===== config.mk =====
export PLATFORM = sky130hd
export DESIGN_NAME = serout_seq
export DESIGN_NICKNAME = d
export VERILOG_FILES = /design/src/rtl/serout_pkg.sv /design/src/rtl/serout_cs_sync.sv /design/src/rtl/serout_conv_timer.sv /design/src/rtl/serout_shifter.sv /design/src/rtl/serout_ctrl.sv /design/src/rtl/serout_seq.sv
export SDC_FILE = /design/constraint.sdc
export NUM_CORES = 1
export LEC_CHECK = 0
export CAP_MARGIN = 40
export CORE_UTILIZATION = 60
export DETAILED_ROUTE_END_ITERATION = 12
export DONT_BUFFER_PORTS = 1
export GPL_ROUTABILITY_DRIVEN = 0
export PLACE_DENSITY_LB_ADDON = 0.1
export SYNTH_ARGS = -nofsm -noshare
export SYNTH_HDL_FRONTEND = slang
export SYNTH_HIERARCHICAL = 1
export SYNTH_SLANG_ARGS = --single-unit
export TNS_END_PERCENT = 1

===== constraint.sdc =====
create_clock -name clk -period 2.6 [get_ports clk]
set_input_delay 0.52 -clock clk [delete_from_list [all_inputs] [get_ports clk]]
set_output_delay 0.52 -clock clk [all_outputs]
set_load 0.005 [all_outputs]

===== src/rtl/serout_pkg.sv =====
// Shared types for the self-clocked serial result sequencer.
package serout_pkg;
    // Sequencer states; WAIT is the hold-off between status test and clocking.
    typedef enum logic [1:0] {
        ST_CONV  = 2'd0,
        ST_SLEEP = 2'd1,
        ST_WAIT  = 2'd2,
        ST_OUT   = 2'd3
    } seq_state_e;
endpackage


===== src/rtl/serout_cs_sync.sv =====
// Two-flop synchroniser for the host select line.
// Assumes: cs_n may change at any time; output is valid two edges later.
// Reset value is 1 (deselected).
module serout_cs_sync (
    input  logic clk,
    input  logic rst_n,
    input  logic cs_n,
    output logic cs_s
);
    logic meta;

    // Shift the raw select through two flops.
    always_ff @(posedge clk) begin
        if (!rst_n) begin
            meta <= 1'b1;
            cs_s <= 1'b1;
        end else begin
            meta <= cs_n;
            cs_s <= meta;
        end
    end
endmodule


===== src/rtl/serout_conv_timer.sv =====
// Conversion-time model: counts CONV_CYCLES clocks while run is high.
// done is high in the last clock of the count. The counter clears when run drops.
// Assumes: the caller leaves the converting state on done.
module serout_conv_timer #(
    parameter int CONV_CYCLES = 4000
) (
    input  logic clk,
    input  logic rst_n,
    input  logic run,
    output logic done
);
    localparam int CW = (CONV_CYCLES > 1) ? $clog2(CONV_CYCLES) : 1;
    localparam logic [CW-1:0] LAST = CW'(CONV_CYCLES - 1);

    logic [CW-1:0] cnt;

    assign done = run && (cnt == LAST);

    // Advance the conversion count; idle at zero.
    always_ff @(posedge clk) begin
        if (!rst_n || !run || done) begin
            cnt <= '0;
        end else begin
            cnt <= cnt + 1'b1;
        end
    end
endmodule


===== src/rtl/serout_shifter.sv =====
// Static result register: loads {status 0, word}, shifts left and fills with 1.
// Holds its value when neither load nor shift is asserted.
// Assumes: load and shift are never high together.
module serout_shifter #(
    parameter int FRAME_W = 24
) (
    input  logic               clk,
    input  logic               rst_n,
    input  logic               load,
    input  logic               shift,
    input  logic [FRAME_W-2:0] word,
    output logic               msb
);
    logic [FRAME_W-1:0] sreg;

    assign msb = sreg[FRAME_W-1];

    // Capture a new result or advance by one bit.
    always_ff @(posedge clk) begin
        if (!rst_n) begin
            sreg <= '1;
        end else if (load) begin
            sreg <= {1'b0, word};
        end else if (shift) begin
            sreg <= {sreg[FRAME_W-2:0], 1'b1};
        end
    end
endmodule


===== src/rtl/serout_ctrl.sv =====
// Sequencer control: state machine, hold-off count, SCK divider and bit count.
// Assumes: cs_s is already synchronised; DIV is even and at least 2;
// HOLD_CYCLES is at least 1.
module serout_ctrl
    import serout_pkg::*;
#(
    parameter int FRAME_W     = 24,
    parameter int DIV         = 8,
    parameter int HOLD_CYCLES = 15
) (
    input  logic       clk,
    input  logic       rst_n,
    input  logic       cs_s,
    input  logic       conv_done,
    output seq_state_e state,
    output logic       sck,
    output logic       load,
    output logic       shift
);
    localparam int HALF = DIV / 2;
    localparam int PW   = (DIV > 1) ? $clog2(DIV) : 1;
    localparam int BW   = $clog2(FRAME_W);
    localparam int HW   = $clog2(HOLD_CYCLES + 1);
    localparam logic [PW-1:0] PH_HALF  = PW'(HALF);
    localparam logic [PW-1:0] PH_FALL  = PW'(HALF - 1);
    localparam logic [PW-1:0] PH_WRAP  = PW'(DIV - 1);
    localparam logic [BW-1:0] LAST_BIT = BW'(FRAME_W - 1);
    localparam logic [HW-1:0] HOLD_END = HW'(HOLD_CYCLES - 1);

    logic [PW-1:0] ph;
    logic [PW-1:0] ph_nxt;
    logic [BW-1:0] bit_cnt;
    logic [HW-1:0] hold_cnt;
    logic          cs_d;
    logic          cs_fall;
    logic          frame_end;

    assign cs_fall   = cs_d && !cs_s;
    assign ph_nxt    = (ph == PH_WRAP) ? '0 : ph + 1'b1;
    assign frame_end = (ph == PH_FALL) && (bit_cnt == LAST_BIT);
    assign load      = (state == ST_CONV) && conv_done;
    assign shift     = (state == ST_OUT) && !cs_s && (ph == PH_FALL) && !frame_end;

    // State transitions, SCK generation and the counters that time them.
    always_ff @(posedge clk) begin
        if (!rst_n) begin
            state    <= ST_CONV;
            sck      <= 1'b1;
            ph       <= '0;
            bit_cnt  <= '0;
            hold_cnt <= '0;
            cs_d     <= 1'b1;
        end else begin
            cs_d <= cs_s;
            unique case (state)
                ST_CONV: begin
                    if (cs_s)         sck <= 1'b1;
                    else if (cs_fall) sck <= 1'b0;
                    if (conv_done) begin
                        hold_cnt <= '0;
                        if (cs_s) begin
                            state <= ST_SLEEP;
                        end else begin
                            state <= ST_WAIT;
                            sck   <= 1'b0;
                        end
                    end
                end
                ST_SLEEP: begin
                    sck <= 1'b1;
                    if (!cs_s) begin
                        state    <= ST_WAIT;
                        hold_cnt <= '0;
                        sck      <= 1'b0;
                    end
                end
                ST_WAIT: begin
                    if (cs_s) begin
                        state <= ST_SLEEP;
                        sck   <= 1'b1;
                    end else if (hold_cnt == HOLD_END) begin
                        state   <= ST_OUT;
                        ph      <= '0;
                        bit_cnt <= '0;
                        sck     <= 1'b1;
                    end else begin
                        hold_cnt <= hold_cnt + 1'b1;
                    end
                end
                ST_OUT: begin
                    if (cs_s) begin
                        state <= ST_CONV;
                        sck   <= 1'b1;
                    end else if (frame_end) begin
                        state <= ST_CONV;
                    end else begin
                        ph  <= ph_nxt;
                        sck <= (ph_nxt < PH_HALF);
                        if (ph == PH_WRAP) bit_cnt <= bit_cnt + 1'b1;
                    end
                end
                default: state <= ST_CONV;
            endcase
        end
    end
endmodule


===== src/rtl/serout_seq.sv =====
// Self-clocked serial result sequencer (top).
// Converts, sleeps with the result held, and shifts out a status bit plus word
// on a generated SCK. A select rise mid-frame aborts and restarts conversion.
// Assumes: cs_n is asynchronous; the sdo/sdo_oe pair drives a tri-state pad.
module serout_seq
    import serout_pkg::*;
#(
    parameter int FRAME_W     = 24,
    parameter int DIV         = 8,
    parameter int HOLD_CYCLES = 15,
    parameter int CONV_CYCLES = 4000
) (
    input  logic               clk,
    input  logic               rst_n,
    input  logic               cs_n,
    input  logic [FRAME_W-2:0] conv_word,
    output logic               sck,
    output logic               sdo,
    output logic               sdo_oe
);
    seq_state_e state;
    logic       cs_s;
    logic       conv_done;
    logic       load;
    logic       shift;
    logic       frame_msb;

    serout_cs_sync u_sync (
        .clk   (clk),
        .rst_n (rst_n),
        .cs_n  (cs_n),
        .cs_s  (cs_s)
    );

    serout_conv_timer #(.CONV_CYCLES(CONV_CYCLES)) u_timer (
        .clk   (clk),
        .rst_n (rst_n),
        .run   (state == ST_CONV),
        .done  (conv_done)
    );

    serout_ctrl #(
        .FRAME_W     (FRAME_W),
        .DIV         (DIV),
        .HOLD_CYCLES (HOLD_CYCLES)
    ) u_ctrl (
        .clk       (clk),
        .rst_n     (rst_n),
        .cs_s      (cs_s),
        .conv_done (conv_done),
        .state     (state),
        .sck       (sck),
        .load      (load),
        .shift     (shift)
    );

    serout_shifter #(.FRAME_W(FRAME_W)) u_shift (
        .clk   (clk),
        .rst_n (rst_n),
        .load  (load),
        .shift (shift),
        .word  (conv_word),
        .msb   (frame_msb)
    );

    // Busy status while converting, otherwise the head of the result register.
    assign sdo    = (state == ST_CONV) ? 1'b1 : frame_msb;
    assign sdo_oe = !cs_s;
endmodule


== Yosys cells after proc, flatten, opt, wreduce, memory -nomap -nowiden ==
Index checks and enable logic that the tools add are counted.
Word-level totals
  output and inout port bits: 3
  register bits after elaboration: 54
  logic and storage cells: 94
  bits of input ports: 26
Cells by class
  reduce and logical (&&, ||, !) cells: 22
  multiplexer cells: 38
  add/subtract/negate cells: 4
  $lt $le $gt $ge: 1
  equal/unequal tests: 19
Operators with widths (count)
  $mux 24: 2
  $mux 5: 5
  $mux 4: 4
  $mux 3: 5
  $mux 2: 7
  $add 12x1->12 const B: 1
  $eq 12x12->1 const B: 1
  $pmux 4 s3: 1
  $mux 1: 10
  $ne 2x2->1 const B: 5
  $pmux 5 s2: 1
  $reduce_and 5->1: 2
  $pmux 2 s4: 1
  $logic_and 1x1->1: 7
  $ne 2x1->1 const B: 3
  $ne 3x2->1 const B: 2
  $pmux 3 s2: 1
  $reduce_and 6->1: 1
  $add 5x1->5 const B: 1
  $eq 5x5->1 const B: 1
  $add 4x1->4 const B: 1
  $eq 2x2->1 const B: 2
  $eq 4x4->1 const B: 1
  $logic_not 1->1: 4
  other kinds (13): 15

== Logic depth before layout (Yosys ltp) ==
  depth in word-level cells: 7
  depth in mapped cells: 8
  mapped depth without buffers: 7

== Modules after synthesis ==
The synthesis kept the hierarchy.
Modules (own cells, without submodules)
  serout_shifter: area each 1169.9 µm², instances 1, cells each 105, sequential area each 480.5 µm²
  serout_ctrl: area each 970.9 µm², instances 1, cells each 108, sequential area each 320.3 µm²
  serout_conv_timer: area each 556.8 µm², instances 1, cells each 61, sequential area each 240.2 µm²
  serout_cs_sync: area each 52.6 µm², instances 1, cells each 4, sequential area each 40.0 µm²
  serout_seq: area each 15.0 µm², instances 1, cells each 3, sequential area each 0.0 µm²

== Worst setup path after synthesis ==
No wires, ideal clock.
  kind: register to register
  start point: reg u_timer.cnt[0]
  end point: reg u_shift.sreg[14]
  buffers on the path: 1
  cell stages (with the launch flop): 9
  setup time: 118 ps
  period minus slack after synthesis: 2257 ps
  setup slack: 343 ps
  required time: 2482 ps
  arrival time: 2139 ps
  cell sequence: dfxtp_1 ha_1 nand4_4 nor4_1 nand2b_1 nor2_1 buf_6 and3b_1 a21oi_2
Between the ends
  word-level cells in the longest chain between the ends: 4
  elaborated cells on any way between the ends: 5
  those cells by class: eq/ne: 1; mux: 1; reduce/logical: 3
RTL lines
  start: declaration: line serout_conv_timer.sv:15  | logic [CW-1:0] cnt;
  start signal: assignment: line serout_conv_timer.sv:24  | cnt <= cnt + 1'b1;
  $eq 12x12->1 *: line serout_conv_timer.sv:17  | assign done = run && (cnt == LAST);
  $logic_and 1x1->1 *: line serout_conv_timer.sv:17
  net conv_done: line serout_seq.sv:23  | logic conv_done;
  $logic_and 1x1->1 *: line serout_ctrl.sv:41  | assign load = (state == ST_CONV) && conv_done;
  net load: line serout_seq.sv:24  | logic load;
  $mux 24 / $reduce_bool 2->1 (equally long branches)
  end signal: assignment: line serout_shifter.sv:23  | sreg <= {1'b0, word};
  end signal: assignment: line serout_shifter.sv:25  | sreg <= {sreg[FRAME_W-2:0], 1'b1};
  end: declaration: line serout_shifter.sv:14  | logic [FRAME_W-1:0] sreg;
The timed path passes the listed nets; every way through them passes the cells marked *.
A chain may end at the register's enable or synchronous reset.

== Worst setup path in the final report ==
  start point: reg u_timer.cnt[0]
  end point: reg u_ctrl.hold_cnt[2]
Between the ends
  word-level cells in the longest chain between the ends: 4
RTL lines
  $eq 12x12->1: line serout_conv_timer.sv:17
  $logic_and 1x1->1: line serout_conv_timer.sv:17
  net conv_done: line serout_seq.sv:23
  $ne 2x1->1 (no source line)
  $reduce_and 5->1 (no source line)
  end signal: assignment: line serout_ctrl.sv:87  | hold_cnt <= hold_cnt + 1'b1;
  end: declaration: line serout_ctrl.sv:33  | logic [HW-1:0] hold_cnt;
The timed path passes the listed nets, and every way through them passes these cells.

==> results.txt <==
Sequential elements use 39.1% of the synthesized area. CTS built an H-tree with a depth of 2. In this run the standard cell core region covers 4380 um2. TritonCTS built the clock tree. The leakage power of the design was 0.00108 uW; the count of antenna-violating nets left after detailed routing was 0. The number of pins with negative max-slew slack in the final report was 0. After detailed routing, the number of remaining DRC violations is 0. After detailed routing, the average wire length per cell comes to 13.7 um. The number of optimization iterations in the first detailed-route pass is 4, and the share of post-route cells with drive strength above 1 is 10.8%. The wire length of the first global-routing pass is 8.33 mm, and the delay of the slowest cell on the worst path is 400 ps. The tools report the worst clock skew as 9.40 ps.

The starting density of the core is 63.1%, and the number of port buffers is 0. The worst setup path is captured at a register. The number of clock buffers added by TritonCTS is 5. The logs give 314 for the post-synth net total and 54 for the clock sink count. The library cell used most frequently in the layout, excluding fill and tap cells, is dfxtp_1. 0 antenna diodes ended up in the layout. Endpoint required time on the critical path: 2840 ps.

The portion of the clock cycle consumed by the worst path in the final layout was 83.5%. The run finished with clean final reports. The worst setup path is launched from a register. Once detailed placement completed, the half-perimeter wirelength came to 3.08 mm.

Derived from the worst setup path, the maximum achievable clock frequency is 0.461 GHz. The die covers 4880 um2. The tools report the sum of overflow across all layers after global routing as 0. The worst path meets setup with 429 ps of slack. Final hold analysis gives a worst-case slack of 304 ps.

The number of antenna violations at the first check in global routing was 0. In the synthesized netlist the dominant register cell turns out to be dfxtp_1. 29 I/O pins were placed. The completed layout was analyzed and its total power is 1410 uW. After synthesis, the share of flip-flops with an asynchronous set or reset is 0%.

After the first detailed-routing iteration, the DRC count stood at 115. Sequential cells account for 59.5% of the total power. On the critical path the largest part of the delay comes from simple AND/OR/NAND/NOR gates. Setup repair after global routing left no endpoint under its margin. Setup violations remaining at the end of the flow were counted as 0.

The floorplan step set the die width to 69.9 um. The clock-pin slew reported for the worst setup and hold paths after clock tree synthesis is 90 ps, and the total global-route track usage is 20.7%. In the final timing run, aggregate negative setup slack is 0 ps.

The start-to-end type of the worst setup path was reg -> reg. The type of the most critical hold path is in -> reg. The worst setup slack before clock tree synthesis is 417 ps, and the number of different library cells in the post-synthesis netlist is 57. The tools report the number of hold-repair buffers added at the cts stage as 0. The switching power as a share of total power is 19.7%. Counting flops and latches in the post-synthesis netlist gives 54.

The tools report the signal arrival time at the worst endpoint as 2410 ps. The cell area after technology mapping was 2770 um2; the slew at the pin with the worst max-slew slack was 531 ps. The top cell types in the final layout, fill and taps aside, are 54 x dfxtp_1, 29 x mux2i_1, 25 x a21oi_1. Across the run, the number of max-cap violations was 0.

The critical-path maximum fanout was 8. The run gives 2 as the buffer depth of the longest clock path. For the worst-skew pair, the clock arrives at the later sink with an insertion delay of 300 ps. Entering global routing, the biggest net connects 51 pins.

In this run the cell area measured after placement is 2740 um2. The final route contains 1967 vias. The cell area after layout came out at 2850 um2.

The floorplan step set the die height to 69.9 um. For this design the ratio of total power to cell area is 497 nW/um2. In this run, the clock network consumes 38.4% of the power. The layout overhead on the synthesized area is 2.90%.

Traced cell by cell, the critical path runs through ha_1, nand4_4, nor4_1, buf_4, nand2b_1, a21o_1, a21boi_0, mux2i_1. The hold violation count in the final report was 0; the switching power was 278 uW. The final layout contains routed wiring with a total length of 4.51 mm. In the routed layout, each cell is associated on average with a via count of 5.96. For this run, the number of Yosys warnings is 6. After clock tree synthesis, the repair step resized 0 gates.

At the end of the flow, the number of nets in the layout was 310. The clock period could shrink to 2170 ps. Combinational logic burns 2.1% of the power.

The logs give 0.000438 V for the worst IR drop on VDD and 281 for the post-synthesis instance total. Cell internal power was estimated by the tool at 1130 uW. After synthesis, the mean cell area works out to 9.84 um2. After floorplanning, the core was divided into 24 placement rows. Measured against its own limit, the worst slew margin works out to 64.5%. The number of flops mapped to enable cells by yosys came out at 0. The clock root buffer was clkbuf_8.

Once the clock tree was built, the setup fixing pass inserted 0 buffers. The via count of the first global-routing pass is 1915, and the worst path buffer plus inverter count is 1. The highest-delay cell along the critical path was dfxtp_1.
==> through the flow <==
step	std cells	utilization, %
final	330	64.9
after global routing	330	64.9
after CTS	330	64.9
after detailed placement	322	62.4
after global placement	322	62.4
after floorplan	281	-
==> power groups by stage <==
stage	clock, uW	sequential [uW]	combinational [uW]
global route	594	842	33.7
CTS	559	840	30.2
detailed placement	0	860	30.2
finish	543	840	29.9
global placement	0	859	30.4
floorplan	0	858	36.9
==> routing by layer <==
metal	global-route usage, %	part of all wire (%)	vias to the layer above	routed length (um)
met5	0	0	-	0
met3	3.75	3.2	5	143
met4	6.67	1.1	0	49
li1	-	-	1020	-
met2	34.9	48	28	2150
met1	26.7	48	914	2170
==> Yosys cell counts, drive strengths merged (3+ instances only) <==
library cell / number / area share, %
or3b: 3 / 0.95
dfxtp: 54 / 39
nor3: 4 / 0.72
clkbuf: 6 / 0.81
a21oi: 30 / 6.1
and2: 3 / 0.68
or3: 6 / 1.6
or4: 3 / 0.81
nand2b: 6 / 1.6
o21ai: 10 / 1.8
o31ai: 5 / 2.4
ha: 7 / 3.2
mux2i: 29 / 10
and3b: 21 / 6.7
nand4: 6 / 1.9
nand2: 15 / 2.0
inv: 7 / 0.95
buf: 10 / 4.2
nor2: 10 / 1.4
nand3: 12 / 2.2
o21a: 3 / 0.81
==> registers in the layout, indices dropped and copies added (netlist names) <==
signal           cells
u_shift/sreg        24
u_timer/cnt         12
u_ctrl/bit_cnt       5
u_ctrl/hold_cnt      4
u_ctrl/ph            3
u_ctrl/state         2
u_ctrl/cs_d          1
u_ctrl/sck           1
u_sync/cs_s          1
u_sync/meta          1
==> cell families (layout without fill, tap and decap cells) <==
group | after synthesis | after routing | synth area share (%)
xor+xnor | 3 | 3 | 0.950
fa+ha+maj | 7 | 7 | 3.17
mux | 29 | 29 | 10.5
buf+inv | 23 | 20 | 5.97
compound gates | 64 | 64 | 16.0
simple gates | 101 | 101 | 24.3
flops | 54 | 54 | 39.1
==> path summary, 6_finish.rpt <==
kind | start | end | slack (ps) | cells after the start
setup / recovery | u_timer/cnt[0] | u_ctrl/hold_cnt[2] | 430 | 8
hold / removal | rst_n | u_shift/sreg[23] | 300 | 1
setup reg to reg | u_timer/cnt[0] | u_ctrl/hold_cnt[2] | 430 | 8
hold reg to reg | u_sync/meta | u_sync/cs_s | 420 | 1
==> final cells by class <==
| class | instances | area, um2 |
|---|---|---|
| inverters | 7 | 26.3 |
| fillers | 385 | 1540 |
| flip-flops and latches | 54 | 1080 |
| clock inverters | 2 | 37.5 |
| repair buffers | 5 | 37.5 |
| multi-input cells | 204 | 1530 |
| clock buffers | 6 | 72.6 |
| well taps | 52 | 65.1 |
Note: power is estimated with default switching activity, not from simulation.
